$ cat src/rtl/hs_pkg.sv
package hs_pkg;

    typedef enum logic [1:0] {
        U_IADD  = 2'd0,
        U_LOAD  = 2'd1,
        U_FADD  = 2'd2,
        U_SPARE = 2'd3
    } unit_e;

    function automatic int max3(input int a, input int b, input int c);
        int m;
        m = (a > b) ? a : b;
        return (m > c) ? m : c;
    endfunction

endpackage

$ cat src/rtl/hs_wb_ring.sv
module hs_wb_ring #(
    parameter int DEPTH = 5,
    parameter int TAG_W = 6,
    parameter int LW    = 3
) (
    input  logic             clk,
    input  logic             rst,
    input  logic             push,
    input  logic [LW-1:0]    push_lat,
    input  logic [TAG_W-1:0] push_tag,
    output logic [DEPTH-1:0] busy,
    output logic             wb_valid,
    output logic [TAG_W-1:0] wb_tag
);

    typedef struct packed {
        logic [DEPTH-1:0]            busy;
        logic [DEPTH-1:0][TAG_W-1:0] tag;
    } ring_t;

    ring_t ring_d, ring_q;

    always_comb begin
        ring_d = ring_q;
        for (int k = 0; k < DEPTH - 1; k++) begin
            ring_d.busy[k] = ring_q.busy[k+1];
            ring_d.tag[k]  = ring_q.tag[k+1];
        end
        ring_d.busy[DEPTH-1] = 1'b0;
        ring_d.tag[DEPTH-1]  = '0;
        for (int k = 0; k < DEPTH; k++) begin
            if (push && (push_lat == LW'(k))) begin
                ring_d.busy[k] = 1'b1;
                ring_d.tag[k]  = push_tag;
            end
        end
    end

    always_ff @(posedge clk) begin
        if (rst) begin
            ring_q <= '0;
        end else begin
            ring_q <= ring_d;
        end
    end

    assign busy     = ring_q.busy;
    assign wb_valid = ring_q.busy[0];
    assign wb_tag   = ring_q.tag[0];

endmodule

$ cat src/rtl/hs_pending.sv
module hs_pending #(
    parameter int TAG_W = 6,
    parameter int NREG  = 64
) (
    input  logic             clk,
    input  logic             rst,
    input  logic             set_en,
    input  logic [TAG_W-1:0] set_tag,
    input  logic             clr_en,
    input  logic [TAG_W-1:0] clr_tag,
    output logic [NREG-1:0]  pend
);

    logic [NREG-1:0] pend_d, pend_q;

    always_comb begin
        pend_d = pend_q;
        if (clr_en) pend_d[clr_tag] = 1'b0;
        if (set_en) pend_d[set_tag] = 1'b1;
    end

    always_ff @(posedge clk) begin
        if (rst) begin
            pend_q <= '0;
        end else begin
            pend_q <= pend_d;
        end
    end

    assign pend = pend_q;

endmodule

$ cat src/rtl/hs_hazard.sv
module hs_hazard #(
    parameter int TAG_W = 6,
    parameter int NREG  = 64,
    parameter int DEPTH = 5,
    parameter int LW    = 3
) (
    input  logic [NREG-1:0]  pend,
    input  logic [DEPTH-1:0] busy,
    input  logic             wb_valid,
    input  logic [TAG_W-1:0] wb_tag,
    input  logic             dec_valid,
    input  logic [TAG_W-1:0] dec_dst,
    input  logic             iss_valid,
    input  logic [LW-1:0]    iss_lat,
    input  logic [TAG_W-1:0] iss_dst,
    input  logic [TAG_W-1:0] iss_src_a,
    input  logic             iss_use_a,
    input  logic [TAG_W-1:0] iss_src_b,
    input  logic             iss_use_b,
    output logic             dec_stall,
    output logic             iss_stall,
    output logic             wp_stall,
    output logic             iss_grant
);

    logic          raw_a, raw_b, raw_any;
    logic          waw, war, slot_taken;
    logic [LW:0]   slot_idx;

    always_comb begin
        raw_a = iss_use_a && pend[iss_src_a] && !(wb_valid && (wb_tag == iss_src_a));
        raw_b = iss_use_b && pend[iss_src_b] && !(wb_valid && (wb_tag == iss_src_b));
        raw_any = raw_a || raw_b;

        slot_idx   = {1'b0, iss_lat} + 1'b1;
        slot_taken = (int'(slot_idx) < DEPTH) ? busy[slot_idx] : 1'b1;

        iss_stall = iss_valid && raw_any;
        wp_stall  = iss_valid && !raw_any && slot_taken;
        iss_grant = iss_valid && !raw_any && !slot_taken;

        waw = pend[dec_dst] || (iss_valid && (iss_dst == dec_dst));
        war = iss_valid && ((iss_use_a && (iss_src_a == dec_dst)) ||
                            (iss_use_b && (iss_src_b == dec_dst)));
        dec_stall = dec_valid && (waw || war || (iss_valid && !iss_grant));
    end

endmodule

$ cat src/rtl/hazard_scoreboard.sv
module hazard_scoreboard #(
    parameter int IDX_W    = 5,
    parameter int LAT_IADD = 1,
    parameter int LAT_LOAD = 3,
    parameter int LAT_FADD = 3
) (
    input  logic             clk,
    input  logic             rst,
    input  logic             dec_valid,
    input  logic [IDX_W:0]   dec_dst,
    input  logic [IDX_W:0]   dec_src_a,
    input  logic             dec_use_a,
    input  logic [IDX_W:0]   dec_src_b,
    input  logic             dec_use_b,
    input  logic             iss_valid,
    input  logic [1:0]       iss_unit,
    input  logic [IDX_W:0]   iss_dst,
    input  logic [IDX_W:0]   iss_src_a,
    input  logic             iss_use_a,
    input  logic [IDX_W:0]   iss_src_b,
    input  logic             iss_use_b,
    output logic             dec_stall,
    output logic             iss_stall,
    output logic             wp_stall,
    output logic             iss_grant,
    output logic             wb_valid,
    output logic [IDX_W:0]   wb_tag
);

    import hs_pkg::*;

    localparam int TAG_W   = IDX_W + 1;
    localparam int NREG    = 2 ** TAG_W;
    localparam int MAX_LAT = max3(LAT_IADD, LAT_LOAD, LAT_FADD);
    localparam int DEPTH   = MAX_LAT + 2;
    localparam int LW      = $clog2(DEPTH);

    logic [NREG-1:0]  pend;
    logic [DEPTH-1:0] busy;
    logic [LW-1:0]    iss_lat;

    // Decode sources are read only at issue; they take no part in the decode checks.
    logic dec_src_unused;
    assign dec_src_unused = ^{dec_src_a, dec_use_a, dec_src_b, dec_use_b};

    always_comb begin
        case (unit_e'(iss_unit))
            U_LOAD:  iss_lat = LW'(LAT_LOAD);
            U_FADD:  iss_lat = LW'(LAT_FADD);
            default: iss_lat = LW'(LAT_IADD);
        endcase
    end

    hs_hazard #(.TAG_W(TAG_W), .NREG(NREG), .DEPTH(DEPTH), .LW(LW)) u_hazard (
        .pend      (pend),
        .busy      (busy),
        .wb_valid  (wb_valid),
        .wb_tag    (wb_tag),
        .dec_valid (dec_valid),
        .dec_dst   (dec_dst),
        .iss_valid (iss_valid),
        .iss_lat   (iss_lat),
        .iss_dst   (iss_dst),
        .iss_src_a (iss_src_a),
        .iss_use_a (iss_use_a),
        .iss_src_b (iss_src_b),
        .iss_use_b (iss_use_b),
        .dec_stall (dec_stall),
        .iss_stall (iss_stall),
        .wp_stall  (wp_stall),
        .iss_grant (iss_grant)
    );

    hs_wb_ring #(.DEPTH(DEPTH), .TAG_W(TAG_W), .LW(LW)) u_ring (
        .clk      (clk),
        .rst      (rst),
        .push     (iss_grant),
        .push_lat (iss_lat),
        .push_tag (iss_dst),
        .busy     (busy),
        .wb_valid (wb_valid),
        .wb_tag   (wb_tag)
    );

    hs_pending #(.TAG_W(TAG_W), .NREG(NREG)) u_pend (
        .clk     (clk),
        .rst     (rst),
        .set_en  (iss_grant),
        .set_tag (iss_dst),
        .clr_en  (wb_valid),
        .clr_tag (wb_tag),
        .pend    (pend)
    );

endmodule

$ cat config.mk
export PLATFORM = sky130hd
export DESIGN_NAME = hazard_scoreboard
export DESIGN_NICKNAME = d
export VERILOG_FILES = /design/src/rtl/hs_pkg.sv /design/src/rtl/hs_wb_ring.sv /design/src/rtl/hs_pending.sv /design/src/rtl/hs_hazard.sv /design/src/rtl/hazard_scoreboard.sv
export SDC_FILE = /design/constraint.sdc
export NUM_CORES = 1
export LEC_CHECK = 0
export BUFFER_PORTS_ARGS = -buffer_cell sky130_fd_sc_hd__buf_2
export CORE_ASPECT_RATIO = 1.5
export CORE_MARGIN = 2
export CORE_UTILIZATION = 64
export DETAILED_ROUTE_END_ITERATION = 12
export GPL_ROUTABILITY_DRIVEN = 0
export GPL_TIMING_DRIVEN = 1
export MAX_ROUTING_LAYER = met4
export PLACE_DENSITY = 0.84
export SYNTH_ARGS = -nofsm -noshare
export SYNTH_HDL_FRONTEND = slang
export SYNTH_SLANG_ARGS = --single-unit
$ cat constraint.sdc
create_clock -name clk -period 4.5 [get_ports clk]
set_input_delay 0.675 -clock clk [delete_from_list [all_inputs] [get_ports clk]]
set_output_delay 0.675 -clock clk [all_outputs]
set_load 0.1 [all_outputs]
==> results.txt, run 1 <==
----------------------------------------------------
[Synth]
  Leading cell type by number of instances after synthesis ... sky130_fd_sc_hd__dfxtp_1
  Portion of the post-synthesis area used by sequential elements ... 0.325
  Share of synthesized registers carrying an async set or reset ... 0
  Area contributors post-synth ... sky130_fd_sc_hd__dfxtp_1, sky130_fd_sc_hd__mux4_2, sky130_fd_sc_hd__mux2i_1
  Number of enable flip-flop cells after synthesis ... 0
  Average cell area after synthesis ... 9.20 um2
  Number of flip-flops and latches in the synthesized netlist ... 92
  Leading cell types by count after synthesis ... sky130_fd_sc_hd__dfxtp_1, sky130_fd_sc_hd__nand2_1, sky130_fd_sc_hd__o21ai_1
  Area leader, netlist ... sky130_fd_sc_hd__dfxtp_1
  Number of nets produced by synthesis ... 662
  Area share of the largest cell type after synthesis ... 0.325
  Cell Area, Synth ... 0.00567 mm2
  Gate count of the mapped netlist ... 616
  YS warnings ... 0
  Most common flop cell mapped by yosys ... sky130_fd_sc_hd__dfxtp_1
  Synth cell types ... 52

[Route]
  Number of nets with antenna violations after routing ... 0
  Final wirelength ... 18000 um
  Violation count after the first detailed-routing iteration ... 849
  Per-cell routed wire length ... 24.4 um
  Drt pass-1 iters ... 6
  DRC viols ... 0
  Via count normalized by instance count ... 7.51
  Via count of the routed design ... 5541

[Final layout]
  Number of filler cells placed in the layout ... 647
  Utilization after layout ... 0.704
  Count of nets after finishing ... 669
  Area taken by multi-input logic gates ... 0.00351 mm2
  Area added between synthesis and finish ... 8.30%
  Count of placed standard cells in the final layout, fillers left out ... 738
  Final design instance area without fill ... 0.00614 mm2
  Sequential Area ... 0.00184 mm2
  Fraction of layout cells with a size suffix above 1 ... 0.180
  Number of inserted diodes ... 0

[Timing]
  Share of the clock period used by the worst path after layout ... 0.881
  Final setup skew ... 0.00969 ns
  Timing-limited maximum frequency ... 0.252 GHz
  Setup violators final ... 0
  Least-Margin Pin Slew ... 0.960 ns
  Final worst slack ... 0.534 ns
  Headroom to the max-slew limit ... 0.358
  Final hold violation count ... 0
  Min Tclk post-route ... 3.97 ns
  Slew Limit Fails ... 0
  Sum of negative setup slack ... 0 ns
  Unrepaired setup endpoints after global routing ... no

[Worst setup path]
  Signal arrival time at the worst endpoint ... 3.29 ns
  Critical path's slowest cell ... sky130_fd_sc_hd__buf_2
  Reg2Reg Depth ... 8
  Setup crit start kind ... input port
  Critical path required time ... 3.83 ns
  Critical path, cell by cell ... buf_2 > buf_4 > mux4_2 > mux2i_1 > nor2_1 > a311oi_1 > o41a_2 > nand4_1 > a21oi_1 > buf_2
  R2r endpoint ... u_pend.pend[18]
  Worst reg2reg setup slack ... 1.49 ns
  Crit Path Class ... in2out
  Dominant cell type by count on the critical path ... sky130_fd_sc_hd__buf_2
  Highest net fanout along the worst path ... 18
  Element type at the critical path end ... primary output
  Reg-to-Reg Start ... u_ring.wb_tag[5]
  Delay contributed by the slowest stage of the critical path ... 0.45 ns

[Floorplanning]
  Starting density of the core ... 0.650
  Core box area ... 0.00872 mm2
  Boundary Pins ... 57
  Floorplan die area ... 0.00964 mm2
  Row cnt ... 42
  Vert. Die Dim ... 119 um
  Die extent in x ... 80.8 um

[Clocking]
  Post-CTS repair timing setup buffer count ... 0
  Buffer levels on the longest clock path ... 2
  CTS root buf ... sky130_fd_sc_hd__clkbuf_16
  Clock slew at the register clock pins of the worst setup and hold paths ... 0.07 ns
  Clk sinks ... 92
  TritonCTS clock tree ... built
  Total of cells resized after clock tree synthesis ... 0
  CTS buffer count ... 9
  Post-CTS Hold Buffers ... 0
  Level count of the clock H-tree ... 3
  Clock latency on the worst-skew pair ... 0.35 ns

[Global route]
  Global-route wire length before repair ... 28300 um
  Peak-usage layer in the global routing report ... met2
  M2 GR Usage ... 0.605
  Global routing usage on met3 ... 0.107
  Total grt overflow ... 0
  Antenna violations before repair ... 0
  Pin count of the biggest net entering global routing ... 46
  Combined global-route utilization of all metal layers ... 0.401
  Via count of the first global-routing pass ... 5477
  Global routing usage on met1 ... 0.451

[Power and ir drop]
  Leakage power figure ... 2.19 nW
  Power per Cell Area ... 326 mW/mm2
  Worst supply voltage drop on vdd ... 0.296 mV

[Worst hold path]
  Cell count of the worst hold path ... 1
  Worst hold-check path type ... reg2reg
  Startpoint of the most critical hold path ... u_ring.ring_q[8]
  Min-Delay Endpoint ... u_ring.wb_tag[2]

[Placement]
  Instance area after placement ... 0.00578 mm2
  Placed wire-length estimate ... 12200 um
  Inst Count DP ... 722
  Port-buffer cells ... 42
  Worst setup slack after placement ... 0.628 ns

[Status]
  Result of the run ... finished, final reports clean

[Flow run]
  Number of max-cap violations ... 0

----------------------------------------------------
[how the worst max path moves through the flow]
stage,to,from,cells after the start
after floorplan,iss_grant,iss_src_b[0],8
after global placement,dec_stall,dec_dst[0],7
after detailed placement,dec_stall,iss_src_b[2],11
after CTS,iss_grant,iss_src_b[2],10
after global routing,iss_grant,iss_src_b[2],10
final,iss_grant,iss_src_b[2],10
[critical path: cells and delay by family]
| kind | cells | cell delay, ns |
|---|---|---|
| buffers and inverters | 3 | 1.07 |
| AOI/OAI and AO/OA | 3 | 0.71 |
| muxes | 2 | 0.50 |
| and+or+nand+nor | 2 | 0.32 |
[layer usage]
| metal | vias up | part of all wire |
|---|---|---|
| li1 | 2301 | - |
| met1 | 2531 | 0.33 |
| met2 | 537 | 0.46 |
| met3 | 172 | 0.12 |
| met4 | 0 | 0.087 |
| met5 | - | 0 |
[power breakdown]
part | internal [W] | switching, W | total, W
Sequential | 0.000826 | 0.0000123 | 0.000838
Clock | 0.000564 | 0.000342 | 0.000907
Combinational | 0.0000850 | 0.000173 | 0.000258
[flip-flops by register name (all words and copies together), names as in the netlist]
signal / cells
u_ring.wb_tag: 6
u_ring.ring_q: 18
u_pend.pend: 64
u_ring.busy: 4
[layout make-up]
class,instances,area share
Timing Repair Buffer,52,0.0465
Inverter,3,0.00183
Multi-Input combinational cell,465,0.571
Clock buffer,10,0.0389
Tap cell,110,0.0224
Clock inverter,6,0.0190
Sequential cell,92,0.300
[cells by family (layout without fill, tap and decap cells)]
| kind of cell | count (synthesis) | after routing | synth area share |
|---|---|---|---|
| AOI/OAI and AO/OA | 136 | 136 | 0.153 |
| xor gates and xnor gates | 30 | 30 | 0.0464 |
| DFF | 92 | 92 | 0.325 |
| buffers and inverters | 59 | 71 | 0.0563 |
| and+or+nand+nor | 218 | 218 | 0.205 |
| muxes | 81 | 81 | 0.214 |
[through the flow]
| step | hold slack [ns] | power [W] |
|---|---|---|
| floorplan | 0.414 | 0.00105 |
| global placement | 0.418 | 0.00110 |
| detailed placement | 0.428 | 0.00111 |
| CTS | 0.440 | 0.00199 |
| global route | 0.454 | 0.00205 |
| finish | 0.437 | 0.00200 |
[cells in the final DEF (no fill, tap or decap), types with 7 or more instances in the layout]
cell,netlist,routed
sky130_fd_sc_hd__clkbuf_16,0,9
sky130_fd_sc_hd__nand3_1,45,45
sky130_fd_sc_hd__mux4_2,32,32
sky130_fd_sc_hd__xnor2_1,15,15
sky130_fd_sc_hd__mux2i_1,49,49
sky130_fd_sc_hd__nand2_1,75,75
sky130_fd_sc_hd__xor2_1,15,15
sky130_fd_sc_hd__nand4_1,9,9
sky130_fd_sc_hd__buf_4,9,10
sky130_fd_sc_hd__nor2b_1,27,27
sky130_fd_sc_hd__nor2_1,16,16
sky130_fd_sc_hd__dfxtp_1,92,92
sky130_fd_sc_hd__o21ai_1,64,64
sky130_fd_sc_hd__a22oi_1,10,10
sky130_fd_sc_hd__and2_1,10,10
sky130_fd_sc_hd__a21oi_1,7,7
sky130_fd_sc_hd__o211ai_1,31,31
sky130_fd_sc_hd__buf_2,9,42
Power figures use the tool's default switching activity.
==> run 2: changes to the inputs <==
--- a/config.mk
+++ b/config.mk
@@ -6,7 +6,7 @@
 export NUM_CORES = 1
 export LEC_CHECK = 0
 export BUFFER_PORTS_ARGS = -buffer_cell sky130_fd_sc_hd__buf_2
-export CORE_ASPECT_RATIO = 1.5
+export CORE_ASPECT_RATIO = 1.25
 export CORE_MARGIN = 2
 export CORE_UTILIZATION = 64
 export DETAILED_ROUTE_END_ITERATION = 12
==> run 2 against run 1 <==
Effect of this change: via count decreased by 4.4%; worst hold slack improved by 0.0031 ns; non-clock buffer count increased by 3; critical path depth unchanged; first-iteration DRC count decreased by 4.1%; worst setup slack improved by 0.027 ns.
==> results.txt, run 2 (synthesized netlist as in run 1, its figures left out) <==
----------------------------------------------------
[Status]
  Result of the run ... finished, final reports clean

[Clocking]
  CTS buffer count ... 9
  CTS root buf ... sky130_fd_sc_hd__clkbuf_8
  Clk sinks ... 92
  Post-CTS Hold Buffers ... 0
  Clock slew at the register clock pins of the worst setup and hold paths ... 0.08 ns
  TritonCTS clock tree ... built
  Post-CTS repair timing setup buffer count ... 0
  Total of cells resized after clock tree synthesis ... 0
  Clock latency on the worst-skew pair ... 0.38 ns
  Buffer levels on the longest clock path ... 2
  Level count of the clock H-tree ... 3

[Final layout]
  Sequential Area ... 0.00184 mm2
  Area added between synthesis and finish ... 6.62%
  Number of filler cells placed in the layout ... 668
  Final design instance area without fill ... 0.00604 mm2
  Max FFs per register ... 64
  Area taken by multi-input logic gates ... 0.00351 mm2
  Most frequent cells in the layout ... sky130_fd_sc_hd__dfxtp_1, sky130_fd_sc_hd__nand2_1, sky130_fd_sc_hd__o21ai_1
  Fraction of layout cells with a size suffix above 1 ... 0.182
  Most common library cell in the layout ignoring fill and taps ... sky130_fd_sc_hd__dfxtp_1
  Count of nets after finishing ... 672
  Number of inserted diodes ... 0

[Placement]
  Instance area after placement ... 0.00582 mm2
  Placed wire-length estimate ... 11900 um
  Port-buffer cells ... 42
  Worst setup slack after placement ... 0.638 ns

[Timing]
  Final setup skew ... 0.0137 ns
  Sum of negative setup slack ... 0 ns
  Slew Limit Fails ... 0
  Setup violators final ... 0
  Unrepaired setup endpoints after global routing ... no
  Min Tclk post-route ... 3.94 ns
  Headroom to the max-slew limit ... 0.359
  Final hold violation count ... 0
  Share of the clock period used by the worst path after layout ... 0.875
  Least-Margin Pin Slew ... 0.959 ns
  Final worst slack ... 0.562 ns
  Timing-limited maximum frequency ... 0.254 GHz

[Power and ir drop]
  Switching power as a share of total power ... 0.285
  Leakage power figure ... 2.13 nW
  Sequential cell fraction of total power ... 0.481
  Combinational share of power ... 0.149
  Share of power burned in the clock network ... 0.370
  Net Switching ... 0.000496 W
  Worst supply voltage drop on vdd ... 0.262 mV
  Design internal power ... 0.00124 W
  Power per Cell Area ... 288 mW/mm2

[Route]
  Drt pass-1 iters ... 6
  Per-cell routed wire length ... 22.7 um
  Via count normalized by instance count ... 7.06
  Final wirelength ... 17100 um
  Violation count after the first detailed-routing iteration ... 814
  Number of nets with antenna violations after routing ... 0
  Via count of the routed design ... 5299
  DRC viols ... 0

[Floorplanning]
  Boundary Pins ... 57
  Row cnt ... 38
  Die extent in x ... 88.2 um
  Vert. Die Dim ... 109 um
  Floorplan die area ... 0.00963 mm2
  Core box area ... 0.00865 mm2
  Starting density of the core ... 0.655

[Worst setup path]
  Reg2Reg Depth ... 9
  Reg-to-Reg Start ... u_ring.wb_tag[2]
  Element type at the critical path end ... primary output
  Crit Path Class ... in2out
  Highest net fanout along the worst path ... 10
  Signal arrival time at the worst endpoint ... 3.26 ns
  Setup crit start kind ... input port
  Worst reg2reg setup slack ... 1.68 ns
  R2r endpoint ... u_ring.ring_q[7]
  Critical path required time ... 3.83 ns

[Global route]
  Combined global-route utilization of all metal layers ... 0.374
  Total grt overflow ... 0
  Via count of the first global-routing pass ... 4876
  Antenna violations before repair ... 0
  Global-route wire length before repair ... 25900 um
  Pin count of the biggest net entering global routing ... 49

[Worst hold path]
  Cell count of the worst hold path ... 2
  Min-Delay Endpoint ... u_ring.ring_q[10]
  Worst hold-check path type ... reg2reg
  Startpoint of the most critical hold path ... u_ring.ring_q[16]

[Flow run]
  Number of max-cap violations ... 0

----------------------------------------------------
run 2: worst max-delay path by stage:
stage               cells past startpoint   endpoint    startpoint
floorplan                               8  iss_grant  iss_src_b[0]
global placement                        7  dec_stall    dec_dst[0]
detailed placement                      7  dec_stall    dec_dst[0]
CTS                                     7  dec_stall    dec_dst[0]
global route                           10  iss_grant  iss_src_a[0]
finish                                 10  iss_grant  iss_src_a[0]
run 2: per-layer routing:
| metal | GRT usage | part of all wire | vias up |
|---|---|---|---|
| met5 | - | 0 | - |
| met4 | 0.170 | 0.052 | 0 |
| met3 | 0.0939 | 0.13 | 103 |
| met2 | 0.578 | 0.46 | 428 |
| met1 | 0.459 | 0.36 | 2471 |
| li1 | - | - | 2297 |
run 2: metrics by stage:
stage | std cells | hold WS [ns] | util | total power [W]
2_1_floorplan | 616 | 0.414 | - | 0.00105
3_3_place_gp | 735 | 0.419 | 0.672 | 0.00110
3_5_place_dp | 735 | 0.426 | 0.672 | 0.00111
4_1_cts | 751 | 0.442 | 0.698 | 0.00173
5_1_grt | 751 | 0.460 | 0.698 | 0.00178
6_report | 751 | 0.440 | 0.698 | 0.00174
run 2: worst max-delay path, cell delays in order:
cell and delay, ns:
sky130_fd_sc_hd__buf_2 0.32, sky130_fd_sc_hd__buf_4 0.29, sky130_fd_sc_hd__xor2_1 0.11, sky130_fd_sc_hd__nor4_1 0.40, sky130_fd_sc_hd__a211oi_1 0.15, sky130_fd_sc_hd__a22oi_1 0.20
sky130_fd_sc_hd__o41a_2 0.19, sky130_fd_sc_hd__nand4_1 0.26, sky130_fd_sc_hd__a21oi_1 0.21, sky130_fd_sc_hd__buf_2 0.45
run 2: area by class of cell:
cell class              count  area share
multi-input cells         465       0.580
well taps                 120      0.0248
inverters                   3     0.00186
flip-flops and latches     92       0.305
clock inverters             5      0.0139
clock buffers              11      0.0234
repair buffers             55      0.0509
run 2: power by group through the flow:
stage	sequential (W)	combinational, W	clock [W]
after floorplan	0.000852	0.000193	0
after global placement	0.000854	0.000246	0
after detailed placement	0.000855	0.000251	0
after CTS	0.000836	0.000252	0.000640
after global routing	0.000838	0.000272	0.000674
final	0.000837	0.000258	0.000643
